==> src/rtl/trap_entry_pkg.sv <==
package trap_entry_pkg;

    typedef enum logic [1:0] {
        PRIV_U = 2'b00,
        PRIV_S = 2'b01,
        PRIV_M = 2'b11
    } priv_e;

    typedef enum logic {
        ST_BOOT = 1'b0,
        ST_RUN  = 1'b1
    } ctl_state_e;

    localparam int NUM_LEVELS = 3;

    // Row index of a privilege level in the per-level register banks.
    function automatic logic [1:0] level_row(priv_e p);
        unique case (p)
            PRIV_U:  level_row = 2'd0;
            PRIV_S:  level_row = 2'd1;
            default: level_row = 2'd2;
        endcase
    endfunction

endpackage

==> src/rtl/trap_deleg.sv <==
module trap_deleg
    import trap_entry_pkg::*;
#(
    parameter int CODE_W = 5,
    localparam int NCODE = 1 << CODE_W
) (
    input  priv_e              cur_priv,
    input  logic [CODE_W-1:0]  code,
    input  logic [NCODE-1:0]   medeleg,
    input  logic [NCODE-1:0]   sedeleg,
    output priv_e              tgt_priv
);

    always_comb begin
        tgt_priv = PRIV_M;
        if (cur_priv != PRIV_M && medeleg[code]) begin
            tgt_priv = PRIV_S;
        end
        if (cur_priv == PRIV_U && sedeleg[code]) begin
            tgt_priv = PRIV_U;
        end
    end

endmodule

==> src/rtl/trap_csr_bank.sv <==
module trap_csr_bank
    import trap_entry_pkg::*;
#(
    parameter int XLEN   = 32,
    parameter int CODE_W = 5
) (
    input  logic                             clk,
    input  logic                             rst_n,
    input  logic                             wr_en,
    input  logic [1:0]                       wr_row,
    input  logic [CODE_W-1:0]                code,
    input  logic                             is_irq,
    input  logic [XLEN-1:0]                  pc,
    output logic [NUM_LEVELS-1:0][XLEN-1:0]  cause_q,
    output logic [NUM_LEVELS-1:0][XLEN-1:0]  epc_q
);

    logic [XLEN-1:0] cause_val;

    always_comb begin
        cause_val               = '0;
        cause_val[CODE_W-1:0]   = code;
        cause_val[XLEN-1]       = is_irq;
    end

    for (genvar g = 0; g < NUM_LEVELS; g++) begin : g_level
        always_ff @(posedge clk) begin
            if (!rst_n) begin
                cause_q[g] <= '0;
                epc_q[g]   <= '0;
            end else if (wr_en && wr_row == 2'(g)) begin
                cause_q[g] <= cause_val;
                epc_q[g]   <= pc;
            end
        end
    end

    a_r5_sepc_capture: assert property (@(posedge clk) disable iff (!rst_n)
        (wr_en && wr_row == 2'd1) |=> (epc_q[1] == $past(pc)));

    a_r4_mcause_irq_bit: assert property (@(posedge clk) disable iff (!rst_n)
        (wr_en && wr_row == 2'd2) |=> (cause_q[2][XLEN-1] == $past(is_irq)));

endmodule

==> src/rtl/trap_status.sv <==
module trap_status
    import trap_entry_pkg::*;
(
    input  logic       clk,
    input  logic       rst_n,
    input  logic       trap_fire,
    input  priv_e      tgt_priv,
    input  priv_e      cur_priv,
    input  logic       ld_en,
    input  logic [2:0] ld_ie,
    output logic [2:0] ie_q,
    output logic [2:0] pie_q,
    output logic       spp_q,
    output logic [1:0] mpp_q
);

    always_ff @(posedge clk) begin
        if (!rst_n) begin
            ie_q  <= '0;
            pie_q <= '0;
            spp_q <= 1'b0;
            mpp_q <= 2'b00;
        end else if (trap_fire) begin
            unique case (tgt_priv)
                PRIV_U: begin
                    pie_q[0] <= ie_q[0];
                    ie_q[0]  <= 1'b0;
                end
                PRIV_S: begin
                    pie_q[1] <= ie_q[1];
                    ie_q[1]  <= 1'b0;
                    spp_q    <= (cur_priv != PRIV_U);
                end
                default: begin
                    pie_q[2] <= ie_q[2];
                    ie_q[2]  <= 1'b0;
                    mpp_q    <= cur_priv;
                end
            endcase
        end else if (ld_en) begin
            ie_q <= ld_ie;
        end
    end

    a_r8_mie_pushed: assert property (@(posedge clk) disable iff (!rst_n)
        (trap_fire && tgt_priv == PRIV_M) |=>
            (!ie_q[2] && pie_q[2] == $past(ie_q[2]) && mpp_q == $past(cur_priv)));

    a_r7_sie_pushed: assert property (@(posedge clk) disable iff (!rst_n)
        (trap_fire && tgt_priv == PRIV_S) |=>
            (!ie_q[1] && pie_q[1] == $past(ie_q[1])));

    a_r6_uie_pushed: assert property (@(posedge clk) disable iff (!rst_n)
        (trap_fire && tgt_priv == PRIV_U) |=>
            (!ie_q[0] && pie_q[0] == $past(ie_q[0])));

endmodule

==> src/rtl/trap_entry_ctl.sv <==
module trap_entry_ctl
    import trap_entry_pkg::*;
#(
    parameter int              XLEN      = 32,
    parameter int              CODE_W    = 5,
    parameter logic [XLEN-1:0] RESET_VEC = 32'h0000_1000,
    localparam int             NCODE     = 1 << CODE_W
) (
    input  logic                clk,
    input  logic                rst_n,
    input  logic                trap_req,
    input  logic [CODE_W-1:0]   trap_code,
    input  logic                trap_is_irq,
    input  logic [XLEN-1:0]     trap_pc,
    input  logic [NCODE-1:0]    medeleg_mask,
    input  logic [NCODE-1:0]    sedeleg_mask,
    input  logic [XLEN-1:0]     utvec,
    input  logic [XLEN-1:0]     stvec,
    input  logic [XLEN-1:0]     mtvec,
    input  logic                mode_ld_en,
    input  logic [1:0]          mode_ld_priv,
    input  logic [2:0]          mode_ld_ie,
    output logic [1:0]          priv_mode,
    output logic                trap_taken,
    output logic                redirect_valid,
    output logic [XLEN-1:0]     redirect_pc,
    output logic [XLEN-1:0]     ucause,
    output logic [XLEN-1:0]     scause,
    output logic [XLEN-1:0]     mcause,
    output logic [XLEN-1:0]     uepc,
    output logic [XLEN-1:0]     sepc,
    output logic [XLEN-1:0]     mepc,
    output logic [2:0]          status_ie,
    output logic [2:0]          status_pie,
    output logic                status_spp,
    output logic [1:0]          status_mpp
);

    ctl_state_e state_q, state_d;
    priv_e      priv_q;
    priv_e      tgt_priv;
    logic [XLEN-1:0] tvec_sel;
    logic [NUM_LEVELS-1:0][XLEN-1:0] cause_q, epc_q;

    // Handler level selection
    trap_deleg #(.CODE_W(CODE_W)) u_deleg (
        .cur_priv (priv_q),
        .code     (trap_code),
        .medeleg  (medeleg_mask),
        .sedeleg  (sedeleg_mask),
        .tgt_priv (tgt_priv)
    );

    // State register
    always_ff @(posedge clk) begin
        if (!rst_n) state_q <= ST_BOOT;
        else        state_q <= state_d;
    end

    always_comb begin
        unique case (state_q)
            ST_BOOT: state_d = ST_RUN;   // boot_done
            ST_RUN:  state_d = ST_RUN;   // trap_commit or idle
            default: state_d = ST_BOOT;
        endcase
    end

    // Outputs
    always_comb begin
        unique case (tgt_priv)
            PRIV_U:  tvec_sel = utvec;
            PRIV_S:  tvec_sel = stvec;
            default: tvec_sel = mtvec;
        endcase
    end

    always_comb begin
        trap_taken     = 1'b0;
        redirect_valid = 1'b0;
        redirect_pc    = '0;
        unique case (state_q)
            ST_BOOT: begin
                redirect_valid = 1'b1;
                redirect_pc    = RESET_VEC;
            end
            ST_RUN: begin
                if (trap_req) begin
                    trap_taken     = 1'b1;
                    redirect_valid = 1'b1;
                    redirect_pc    = {tvec_sel[XLEN-1:2], 2'b00};
                end
            end
            default: ;
        endcase
    end

    // Privilege register
    always_ff @(posedge clk) begin
        if (!rst_n) begin
            priv_q <= PRIV_M;
        end else if (trap_taken) begin
            priv_q <= tgt_priv;
        end else if (mode_ld_en && mode_ld_priv != 2'b10) begin
            priv_q <= priv_e'(mode_ld_priv);
        end
    end

    trap_csr_bank #(.XLEN(XLEN), .CODE_W(CODE_W)) u_bank (
        .clk     (clk),
        .rst_n   (rst_n),
        .wr_en   (trap_taken),
        .wr_row  (level_row(tgt_priv)),
        .code    (trap_code),
        .is_irq  (trap_is_irq),
        .pc      (trap_pc),
        .cause_q (cause_q),
        .epc_q   (epc_q)
    );

    trap_status u_status (
        .clk       (clk),
        .rst_n     (rst_n),
        .trap_fire (trap_taken),
        .tgt_priv  (tgt_priv),
        .cur_priv  (priv_q),
        .ld_en     (mode_ld_en),
        .ld_ie     (mode_ld_ie),
        .ie_q      (status_ie),
        .pie_q     (status_pie),
        .spp_q     (status_spp),
        .mpp_q     (status_mpp)
    );

    assign priv_mode = priv_q;
    assign ucause    = cause_q[0];
    assign scause    = cause_q[1];
    assign mcause    = cause_q[2];
    assign uepc      = epc_q[0];
    assign sepc      = epc_q[1];
    assign mepc      = epc_q[2];

    a_r9_taken_redirects: assert property (@(posedge clk) disable iff (!rst_n)
        trap_taken |-> (redirect_valid && redirect_pc[1:0] == 2'b00));

    a_r9_priv_follows: assert property (@(posedge clk) disable iff (!rst_n)
        trap_taken |=> (priv_mode == $past(tgt_priv)));

    a_r2_machine_keeps: assert property (@(posedge clk) disable iff (!rst_n)
        (priv_q == PRIV_M) |-> (tgt_priv == PRIV_M));

    a_r10_priv_legal: assert property (@(posedge clk) disable iff (!rst_n)
        priv_mode != 2'b10);

    a_r1_boot_no_trap: assert property (@(posedge clk) disable iff (!rst_n)
        (state_q == ST_BOOT) |-> !trap_taken);

endmodule

==> config.mk <==
export PLATFORM = sky130hd
export DESIGN_NAME = trap_entry_ctl
export DESIGN_NICKNAME = d
export VERILOG_FILES = /design/src/rtl/trap_entry_pkg.sv /design/src/rtl/trap_deleg.sv /design/src/rtl/trap_csr_bank.sv /design/src/rtl/trap_status.sv /design/src/rtl/trap_entry_ctl.sv
export SDC_FILE = /design/constraint.sdc
export NUM_CORES = 1
export LEC_CHECK = 0
export BUFFER_PORTS_ARGS = -buffer_cell sky130_fd_sc_hd__buf_2
export CORE_AREA = 2 2 173 175
export CTS_BUF_LIST = sky130_fd_sc_hd__clkbuf_4
export CTS_CLUSTER_DIAMETER = 80
export DETAILED_ROUTE_END_ITERATION = 12
export DIE_AREA = 0 0 175 177
export HOLD_SLACK_MARGIN = 0.15
export SKIP_LAST_GASP = 1
export SYNTH_ARGS = -nofsm -noshare
export SYNTH_HDL_FRONTEND = slang
export SYNTH_HIERARCHICAL = 1
export SYNTH_SLANG_ARGS = --single-unit
export TNS_END_PERCENT = 20
==> constraint.sdc <==
create_clock -name clk -period 4.5 [get_ports clk]
set_clock_uncertainty 0.1 [all_clocks]
set_input_delay 0.225 -clock clk [delete_from_list [all_inputs] [get_ports clk]]
set_output_delay 0.225 -clock clk [all_outputs]
set_load 0.02 [all_outputs]
# Word-level counts from Yosys, hierarchy flattened
# Index checks and enable logic that the tools add are counted.
# W data, S select, Z words.
dict set report word_totals {
  output_inout_bits 237
  ff_bits 126
}
dict set report op_classes {
  muxes 21
  n_lt_le_gt_ge 1
  reduce_logical 19
  n_eq_ne 8
  n_bitwise 2
}
# cell count
set op_table {}
lappend op_table {{$pmux W32 S2} 2}
lappend op_table {{$mux W32} 1}
lappend op_table {{$reduce_and A2 Y1} 6}
lappend op_table {{$bmux W1 S5} 2}
lappend op_table {{$mux W1} 8}
lappend op_table {{$mux W2} 4}
lappend op_table {{$logic_and A1 B1 Y1} 6}
lappend op_table {{$logic_not A2 Y1} 3}
lappend op_table {{$lt A5 B6 Y1 const B} 1}
lappend op_table {{$mux W3} 2}
lappend op_table {{$ne A2 B2 Y1 const B} 3}
lappend op_table {{$reduce_bool A2 Y1} 3}
lappend op_table {{$eq A2 B1 Y1 const B} 2}
lappend op_table {{$ne A2 B1 Y1 const B} 2}
lappend op_table {{$pmux W2 S2} 1}
lappend op_table {{$eq A2 B2 Y1 const B} 1}
lappend op_table {{$not A1 Y1} 2}
lappend op_table {{$pmux W1 S2} 1}
lappend op_table {{$reduce_or A2 Y1} 1}

# Longest topological paths before layout
# Gate-level depths: netlist of the first run.
dict set report logic_depth {
  depth_word 9
  depth_mapped 13
}

# Cells and area by module
# Netlist of the first run, hierarchy kept.
# module cells_per_inst seq_area_each_um2 area_each_um2 n_inst
set modules_own_cells {}
lappend modules_own_cells {trap_csr_bank 491 2282.2 4792.1 1}
lappend modules_own_cells {trap_entry_ctl 153 60.1 1306.3 1}
lappend modules_own_cells {trap_deleg 53 0.0 629.4 1}
lappend modules_own_cells {trap_status 42 180.2 431.7 1}

# Worst setup path before layout of the first run
# No wires, ideal clock.
dict set report synth_path {
  path_kind {in2reg}
  startpoint {in trap_code[1]}
  endpoint {reg u_bank/epc_q[10] (netlist name)}
  setup_time_ns 0.072
  t_arrival_ns 3.041
  required_ns 4.328
  setup_slack_ns 1.288
  path_stages 13
  cell_sequence {buf_2 > buf_2 > mux2_2 > o22ai_1 > o221ai_2 > a211oi_2 > buf_2 > clkbuf_1 > nor2b_1 > nor3b_2 > buf_4 > buf_6 > mux2i_1}
}
dict set report synth_via {
  elab_chain_len 9
}
# item line
set synth_rtl {}
lappend synth_rtl {{start: declaration} trap_entry_ctl.sv:12} ;# input logic [CODE_W-1:0] trap_code,
lappend synth_rtl {{$bmux W1 S5} trap_deleg.sv:16} ;# if (cur_priv != PRIV_M && medeleg[code]) begin
lappend synth_rtl {{$mux W1 (implied by the code)} trap_deleg.sv:16}
lappend synth_rtl {{$logic_and A1 B1 Y1} trap_deleg.sv:16}
lappend synth_rtl {{$mux W2} trap_deleg.sv:16}
lappend synth_rtl {{$mux W2 (*)} trap_deleg.sv:19} ;# if (cur_priv == PRIV_U && sedeleg[code]) begin
lappend synth_rtl {{net tgt_priv[1]} trap_entry_ctl.sv:41} ;# priv_e tgt_priv;
lappend synth_rtl {{$eq A2 B1 Y1 / $logic_not A2 Y1 (equally long branches)} trap_entry_pkg.sv:18} ;# unique case (p)
lappend synth_rtl {{$pmux W2 S2 (*)} trap_entry_pkg.sv:18}
lappend synth_rtl {{$logic_not A2 Y1 (*)} trap_csr_bank.sv:31} ;# end else if (wr_en && wr_row == 2'(g)) begin
lappend synth_rtl {{$logic_and A1 B1 Y1 (*)} trap_csr_bank.sv:31}
lappend synth_rtl {{end signal: indexed assignment} trap_csr_bank.sv:33} ;# epc_q[g] <= pc;
lappend synth_rtl {{end: declaration} trap_csr_bank.sv:15} ;# output logic [NUM_LEVELS-1:0][XLEN-1:0] epc_q
# The timed path passes the listed nets; every way through them passes the cells marked *. The select of a mux whose other input is x is not followed.
# A chain may end at the register's enable or synchronous reset.

# Worst setup path after layout of the first run
dict set report layout_path {
  startpoint {in trap_code[0]}
  endpoint {out redirect_pc[28]}
}
dict set report layout_via {
  elab_chain_len 9
}
# item line
set layout_rtl {}
lappend layout_rtl {{$bmux W1 S5} trap_deleg.sv:16}
lappend layout_rtl {{$mux W1 (implied by the code)} trap_deleg.sv:16}
lappend layout_rtl {{$logic_and A1 B1 Y1} trap_deleg.sv:16}
lappend layout_rtl {{$mux W2} trap_deleg.sv:16}
lappend layout_rtl {{$mux W2 (*)} trap_deleg.sv:19}
lappend layout_rtl {{net tgt_priv[1]} trap_entry_ctl.sv:41}
lappend layout_rtl {{$eq A2 B1 Y1 / $logic_not A2 Y1 (equally long branches)} trap_entry_ctl.sv:70} ;# unique case (tgt_priv)
lappend layout_rtl {{$pmux W32 S2 (*)} trap_entry_ctl.sv:70}
lappend layout_rtl {{$mux W32 (*)} trap_entry_ctl.sv:87} ;# if (trap_req) begin
lappend layout_rtl {{$pmux W32 S2 (*)} trap_entry_ctl.sv:81} ;# unique case (state_q)
lappend layout_rtl {{end: declaration} trap_entry_ctl.sv:26} ;# output logic [XLEN-1:0] redirect_pc,
# Marked as above.

==> results_dict.tcl, run 1 <==
set metrics [dict create \
    status "finished, final reports clean" \
    remaining_drc_errors 0 \
    critPathCaptureType "output port" \
    worst_skew_pair.late_latency_ns 0.51 \
    grt_start_max_net_pins 71 \
    final_hold_vios 0 \
    cts-root-buf "sky130_fd_sc_hd__clkbuf_4" \
    holdPathEnd "priv_mode[0]" \
    number_of_h_tree_levels 4 \
    number_of_antenna_violations_at_the_first_check_in_global_routing 1 \
    tritoncts "done" \
    timing.final.crit_share 0.889 \
    worst_ep_required_time_ns 4.18 \
    avgRoutedWirePerCell_um 15.1 \
    r2r-end "u_status/ie_q[1]" \
    power_density_mw_per_mm2 271 \
    instances_no_fill 1526 \
    timing.reg2reg.setup_slack_ns 1.52 \
    die_y_um 177 \
    port_buffers 357 \
    drv.max_cap_violation_count 0 \
    grt_pass1_vias 6246 \
    reg2reg_depth 7 \
    core.rowCount 63 \
    synthesis.area_mm2 0.00716 \
    route.detailed.vias_per_inst 4.12 \
    synthToLayoutAreaGrowth_pct 34.7 \
    dieWidth_um 175 \
    grt_setup_unrepaired "false" \
    hold_class "input port to flop" \
    fin_nets 1329 \
    max-clock-path-buffers 2 \
    ios 444 \
    synth.yosys.seq_area_share 0.352 \
    setup_violations 0 \
    placed_cells 1442 \
    layout_min_cycle_time_ns 4.00 \
    ctsResizeCount 0 \
    layout.cells.most_common "sky130_fd_sc_hd__buf_2" \
    post-layout-total-power_mw 2.61 \
    yosysUniqueCellTypes 48 \
    final.setup.tns_ns 0 \
    worst_ir_drop_vdd_uv 152 \
    final_util 0.330 \
    cell_internal_pwr_mw 1.70 \
    stdcell_area_mm2 0.00964 \
    drt-pass1-iter-count 4 \
    cpPeakStageDelay_ns 0.66 \
    min-delay-start "trap_req" \
    grt_pass1_wl_um 34300 \
    max_clock_freq_mhz 250 \
    most-common-layout-cells "sky130_fd_sc_hd__buf_2 (356), sky130_fd_sc_hd__nand2_1 (194), sky130_fd_sc_hd__dfxtp_1 (126)" \
    power.static_leakage_nw 5.12 \
    cpMostUsedCell "sky130_fd_sc_hd__buf_2" \
    timing_max_transition_violations_final 0 \
    comb_power_share 0.232 \
    hold-worst-slack_ns 0.278 \
    detail_route.wirelength_um 23000 \
    hold-path-cell-count 5 \
    numClockSinks 126 \
    synth_top_flop_cell "sky130_fd_sc_hd__dfxtp_1" \
    setup_slack_ns 0.499 \
    postCtsSetupBuffers 0 \
    place.gp.congestion 0.793 \
    synthesis.instances 739 \
    drtAntennaViolNets 0 \
    overflow 0 \
    switching_fraction_of_total_power 0.349 \
    power_frac_clock 0.320 \
    synth_seq_cells 126 \
    cts.clk_slew.worst_paths_ns 0.15 \
    worstPathArrival_ns 3.68 \
    grt_usage 0.142 \
    initial_core_util 0.245 \
    worst-slew-pin-transition_ns 0.759 \
    r2r-start "state_q" \
    crit_path_cell_trace "dlygate4sd3_1 -> buf_2 -> mux4_1 -> mux2i_1 -> o221ai_2 -> a211oi_4 -> buf_4 -> nand2_1 -> a21oi_2 -> buf_2" \
    yosysWarnings 6 \
    max_slew_margin 0.494 \
    critical-path-slowest-cell "sky130_fd_sc_hd__a211oi_4" \
    drtIter0Drc 146 \
    place_ws_ns 0.803 \
    place_area_mm2 0.00883 \
    synthesis.area_per_instance_um2 9.69 \
    dp_hpwl_um 17500 \
    power.net_switching_uw 911 \
    vias 6291 \
    cts-buffers-inserted 17 \
    async_flop_share 0 \
    crit_type "input port to output port" \
    dieArea_mm2 0.0310 \
    floorplan.core_area_mm2 0.0292 \
    synth_enable_flop_cells 0 \
    seq_power_share 0.448 \
    timing.critical_path.from_type "input port" \
    worstPathMaxFanout 31 \
    drive_above_1_share 0.442 \
]
-- final cells by class --
class | instances | area [µm²]
antenna | 1 | 2.50
inverter | 4 | 15.0
timing repair buffer | 418 | 2400
tap | 390 | 488
clock buffer | 17 | 128
fill | 3076 | 19600
sequential | 126 | 2520
multi-input combinational | 555 | 3920
clock inverter | 15 | 166
-- flip-flops by register name, indices dropped and copies added (netlist names) --
register	cells
state_q	1
u_bank/epc_q	96
u_status/spp_q	1
priv_mode	2
u_bank/cause_q	18
u_status/pie_q	3
u_status/ie_q	3
u_status/mpp_q	2
-- what timing repair did --
action | 4_1_cts | 5_1_grt
endpoints found under the hold margin | 120 | 0
hold buffers | 51 | 0
setup endpoints to repair | 0 | 0
-- how the worst max path moves through the flow --
stage / end / depth (start not counted) / slack [ns] / from
floorplan: u_bank/epc_q[10] / 13 / 1.29 / trap_code[1]
global placement: u_bank/epc_q[16] / 9 / 0.87 / trap_code[0]
detailed placement: u_bank/epc_q[16] / 9 / 0.80 / trap_code[0]
CTS: redirect_pc[28] / 10 / 0.48 / trap_code[0]
global route: redirect_pc[24] / 10 / 0.32 / trap_code[0]
finish: redirect_pc[28] / 10 / 0.50 / trap_code[0]
-- critical path: cells and delay by family --
family | cells | cell delay, ns
multiplexers | 2 | 0.81
buffers and inverters | 4 | 1.45
AO/OA/AOI/OAI | 3 | 0.99
AND/OR/NAND/NOR | 1 | 0.18
-- cell families after synthesis --
kind of cell | synth area share
mux | 0.286
flops | 0.352
compound gates | 0.0648
simple gates | 0.152
other cells | 0.00105
buf+inv | 0.144
-- Yosys cell counts, types with 3 or more instances --
library cell | number | area share
sky130_fd_sc_hd__o21ai_0 | 3 | 0.0021
sky130_fd_sc_hd__and3_1 | 3 | 0.0026
sky130_fd_sc_hd__o21a_1 | 3 | 0.0031
sky130_fd_sc_hd__a21boi_0 | 3 | 0.0031
sky130_fd_sc_hd__nand3b_1 | 3 | 0.0031
sky130_fd_sc_hd__nand2b_1 | 4 | 0.0035
sky130_fd_sc_hd__a21oi_2 | 27 | 0.033
sky130_fd_sc_hd__inv_1 | 4 | 0.0021
sky130_fd_sc_hd__buf_12 | 3 | 0.0084
sky130_fd_sc_hd__nor2b_1 | 3 | 0.0026
sky130_fd_sc_hd__nand2_2 | 27 | 0.024
sky130_fd_sc_hd__buf_2 | 19 | 0.013
sky130_fd_sc_hd__buf_4 | 84 | 0.088
sky130_fd_sc_hd__nand2_1 | 196 | 0.10
sky130_fd_sc_hd__dfxtp_1 | 126 | 0.35
sky130_fd_sc_hd__a21oi_1 | 3 | 0.0021
sky130_fd_sc_hd__dlymetal6s2s_1 | 3 | 0.0052
sky130_fd_sc_hd__buf_6 | 10 | 0.016
sky130_fd_sc_hd__nor2_1 | 4 | 0.0021
sky130_fd_sc_hd__mux2_2 | 5 | 0.0079
sky130_fd_sc_hd__mux2i_1 | 124 | 0.17
sky130_fd_sc_hd__clkbuf_8 | 3 | 0.0058
sky130_fd_sc_hd__clkbuf_1 | 10 | 0.0052
sky130_fd_sc_hd__mux2_4 | 27 | 0.057
sky130_fd_sc_hd__mux4_1 | 7 | 0.026
sky130_fd_sc_hd__mux4_2 | 7 | 0.022
-- per-layer routing --
layer	up-vias	GRT usage	wire length (µm)
met1	2915	0.160	9390
met2	262	0.266	11800
met5	-	0	0
li1	3094	-	-
met3	20	0.0374	1500
met4	0	0.0358	316
-- power by group through the flow --
stage                     registers, mW  clock network [mW]  logic (mW)
final                              1.17               0.836       0.605
after floorplan                    1.24                   0       0.396
after detailed placement           1.19                   0       0.573
after global placement             1.19                   0       0.568
after global routing               1.18               0.921       0.653
after CTS                          1.17               0.888       0.609
(Power assumes the default switching activity.)
==> run 2: changes to the inputs <==
==> constraint.sdc (replaced) <==
create_clock -name clk -period 4.2 [get_ports clk]
set_clock_uncertainty 0.1 [all_clocks]
set_input_delay 0.21 -clock clk [delete_from_list [all_inputs] [get_ports clk]]
set_output_delay 0.21 -clock clk [all_outputs]
set_load 0.02 [all_outputs]
==> run 2 against run 1 <==
  * Clock power grew 3.2%
  * Non-clock buffer count is 1 higher
  * Worst hold slack lost 0.034 ns
  * First-iteration DRC count grew 13%
  * Combinational power is 7.6% higher
  * Via count fell by 0.40%
  * Critical path depth stayed put
  * Sequential share of layout area fell by 0.054 points
  * Routed wire length rose by 1.1%
  * Critical path type unchanged
  * Highest routed layer unchanged
  * Flip-flop and latch count unchanged
  * Sequential power rose by 7%
  * Design area up 0.21%
==> results_dict.tcl, run 2 (synthesis results as in run 1) <==
set metrics [dict create \
    max_slew_margin 0.423 \
    hold_class "input port to flop" \
    layout.cells.most_common "sky130_fd_sc_hd__buf_2" \
    ios 444 \
    cts.clk_slew.worst_paths_ns 0.14 \
    final_util 0.330 \
    cts-buffers-inserted 17 \
    most-common-layout-cells "sky130_fd_sc_hd__buf_2 (356), sky130_fd_sc_hd__nand2_1 (194), sky130_fd_sc_hd__dfxtp_1 (126)" \
    port_buffers 357 \
    worstPathMaxFanout 41 \
    largest_register_ff_count 96 \
    dieArea_mm2 0.0310 \
    number_of_h_tree_levels 4 \
    hold-path-cell-count 5 \
    cpPeakStageDelay_ns 0.59 \
    timing.critical_path.from_type "input port" \
    largest_reg_by_ff_count "u_bank/epc_q" \
    cts-root-buf "sky130_fd_sc_hd__clkbuf_4" \
    place_area_mm2 0.00886 \
    power_density_mw_per_mm2 287 \
    power.static_leakage_nw 5.13 \
    drtIter0Drc 165 \
    timing.final.crit_share 0.885 \
    crit_type "input port to output port" \
    timing.reg2reg.setup_slack_ns 1.49 \
    worst_ep_required_time_ns 3.89 \
    max_clock_freq_mhz 269 \
    worst_ir_drop_vdd_uv 166 \
    cpMostUsedCell "sky130_fd_sc_hd__buf_2" \
    synthToLayoutAreaGrowth_pct 34.9 \
    setup_slack_ns 0.485 \
    route.detailed.vias_per_inst 4.10 \
    worst-slew-pin-transition_ns 0.865 \
    r2r-start "priv_mode[1]" \
    layout_min_cycle_time_ns 3.72 \
    worstSetupStartpoint "trap_code[0]" \
    critical_path.endpoint "redirect_pc[24]" \
    drive_above_1_share 0.442 \
    critical-path-slowest-cell "sky130_fd_sc_hd__mux4_1" \
    avgRoutedWirePerCell_um 15.3 \
    critPathCaptureType "output port" \
    grt_usage 0.144 \
    drt-pass1-iter-count 7 \
    floorplan.core_area_mm2 0.0292 \
    core.rowCount 63 \
    postCtsSetupBuffers 0 \
    crit_path_cell_trace "dlygate4sd3_1 -> buf_2 -> mux4_1 -> mux2i_1 -> o221ai_2 -> a211oi_4 -> buf_4 -> nand2_1 -> a21oi_2 -> buf_2" \
    tritoncts "done" \
    number_of_antenna_violations_at_the_first_check_in_global_routing 1 \
    numClockSinks 126 \
    worstPathArrival_ns 3.41 \
    max-clock-path-buffers 2 \
    setup_violations 0 \
    dieWidth_um 175 \
    initial_core_util 0.245 \
    vias 6266 \
    grt_setup_unrepaired "false" \
    r2r-end "priv_mode[1]" \
    final.setup.tns_ns 0 \
    dp_hpwl_um 17500 \
    grt_start_max_net_pins 84 \
    remaining_drc_errors 0 \
    place_ws_ns 1.02 \
    timing_max_transition_violations_final 0 \
    drtAntennaViolNets 0 \
    worst_skew_pair.late_latency_ns 0.51 \
    drv.max_cap_violation_count 0 \
    place.gp.congestion 0.794 \
    fin_nets 1330 \
    die_y_um 177 \
    grt_pass1_wl_um 34700 \
    grt_pass1_vias 6294 \
    layout_top_registers "u_bank/epc_q (96), u_bank/cause_q (18)" \
    stdcell_area_mm2 0.00966 \
    final_hold_vios 0 \
    status "finished, final reports clean" \
    detail_route.wirelength_um 23300 \
    overflow 0 \
    reg2reg_depth 7 \
]
## run 2: changes by cell type in the layout (fill, tap and decap cells not counted), sizes merged
cell	previous run	this run
clkinv	1	5
inv	14	11
dlygate4sd3	51	52
clkinvlp	3	2
## run 2: layout make-up
| class | count | area (µm²) |
|---|---|---|
| clock buffer | 17 | 128 |
| sequential | 126 | 2520 |
| multi-input combinational | 555 | 3920 |
| antenna | 1 | 2.50 |
| clock inverter | 15 | 151 |
| tap | 390 | 488 |
| timing repair buffer | 419 | 2430 |
| inverter | 4 | 15.0 |
| fill | 3085 | 19600 |
## run 2: routing by layer
| layer | wire length [µm] | GRT usage | vias up |
|---|---|---|---|
| met5 | 0 | 0 | - |
| li1 | - | - | 3093 |
| met1 | 9540 | 0.164 | 2912 |
| met4 | 258 | 0.0368 | 0 |
| met3 | 1600 | 0.0384 | 17 |
| met2 | 11900 | 0.267 | 244 |
## run 2: power by group
group	leakage [nW]	internal, mW	total, mW	switching, mW
clock network	0.148	0.313	0.863	0.549
registers	1.02	1.23	1.25	0.0209
logic	3.96	0.265	0.651	0.386
total	5.13	1.81	2.77	0.956
## run 2: worst min path at each step
stage	slack [ns]	startpoint	endpoint
floorplan	0.14	rst_n	state_q
global placement	0.34	u_bank/epc_q[8]	u_bank/epc_q[8]
detailed placement	0.34	u_bank/epc_q[0]	u_bank/epc_q[0]
CTS	0.18	trap_req	priv_mode[0]
global route	0.22	trap_req	priv_mode[0]
finish	0.24	trap_req	priv_mode[0]
## run 2: timing repair
item / in CTS / in global routing
resized for setup: 0 / 0
hold endpoints to repair: 123 / 0
hold buffers: 52 / 0
## run 2: worst max-delay path, delay by kind of cell
kind                   cells  cell delay (ns)
AO/OA/AOI/OAI              3             0.75
buffers and inverters      4             1.47
multiplexers               2             0.81
AND/OR/NAND/NOR            1             0.13
## run 2: through the flow
step                      power [mW]  std cells  hold slack [ns]
after floorplan                 1.75        817            0.138
after global routing            2.92       1527            0.219
after CTS                       2.82       1526            0.178
after detailed placement        1.90       1442            0.343
final                           2.77       1527            0.245
after global placement          1.89       1442            0.339
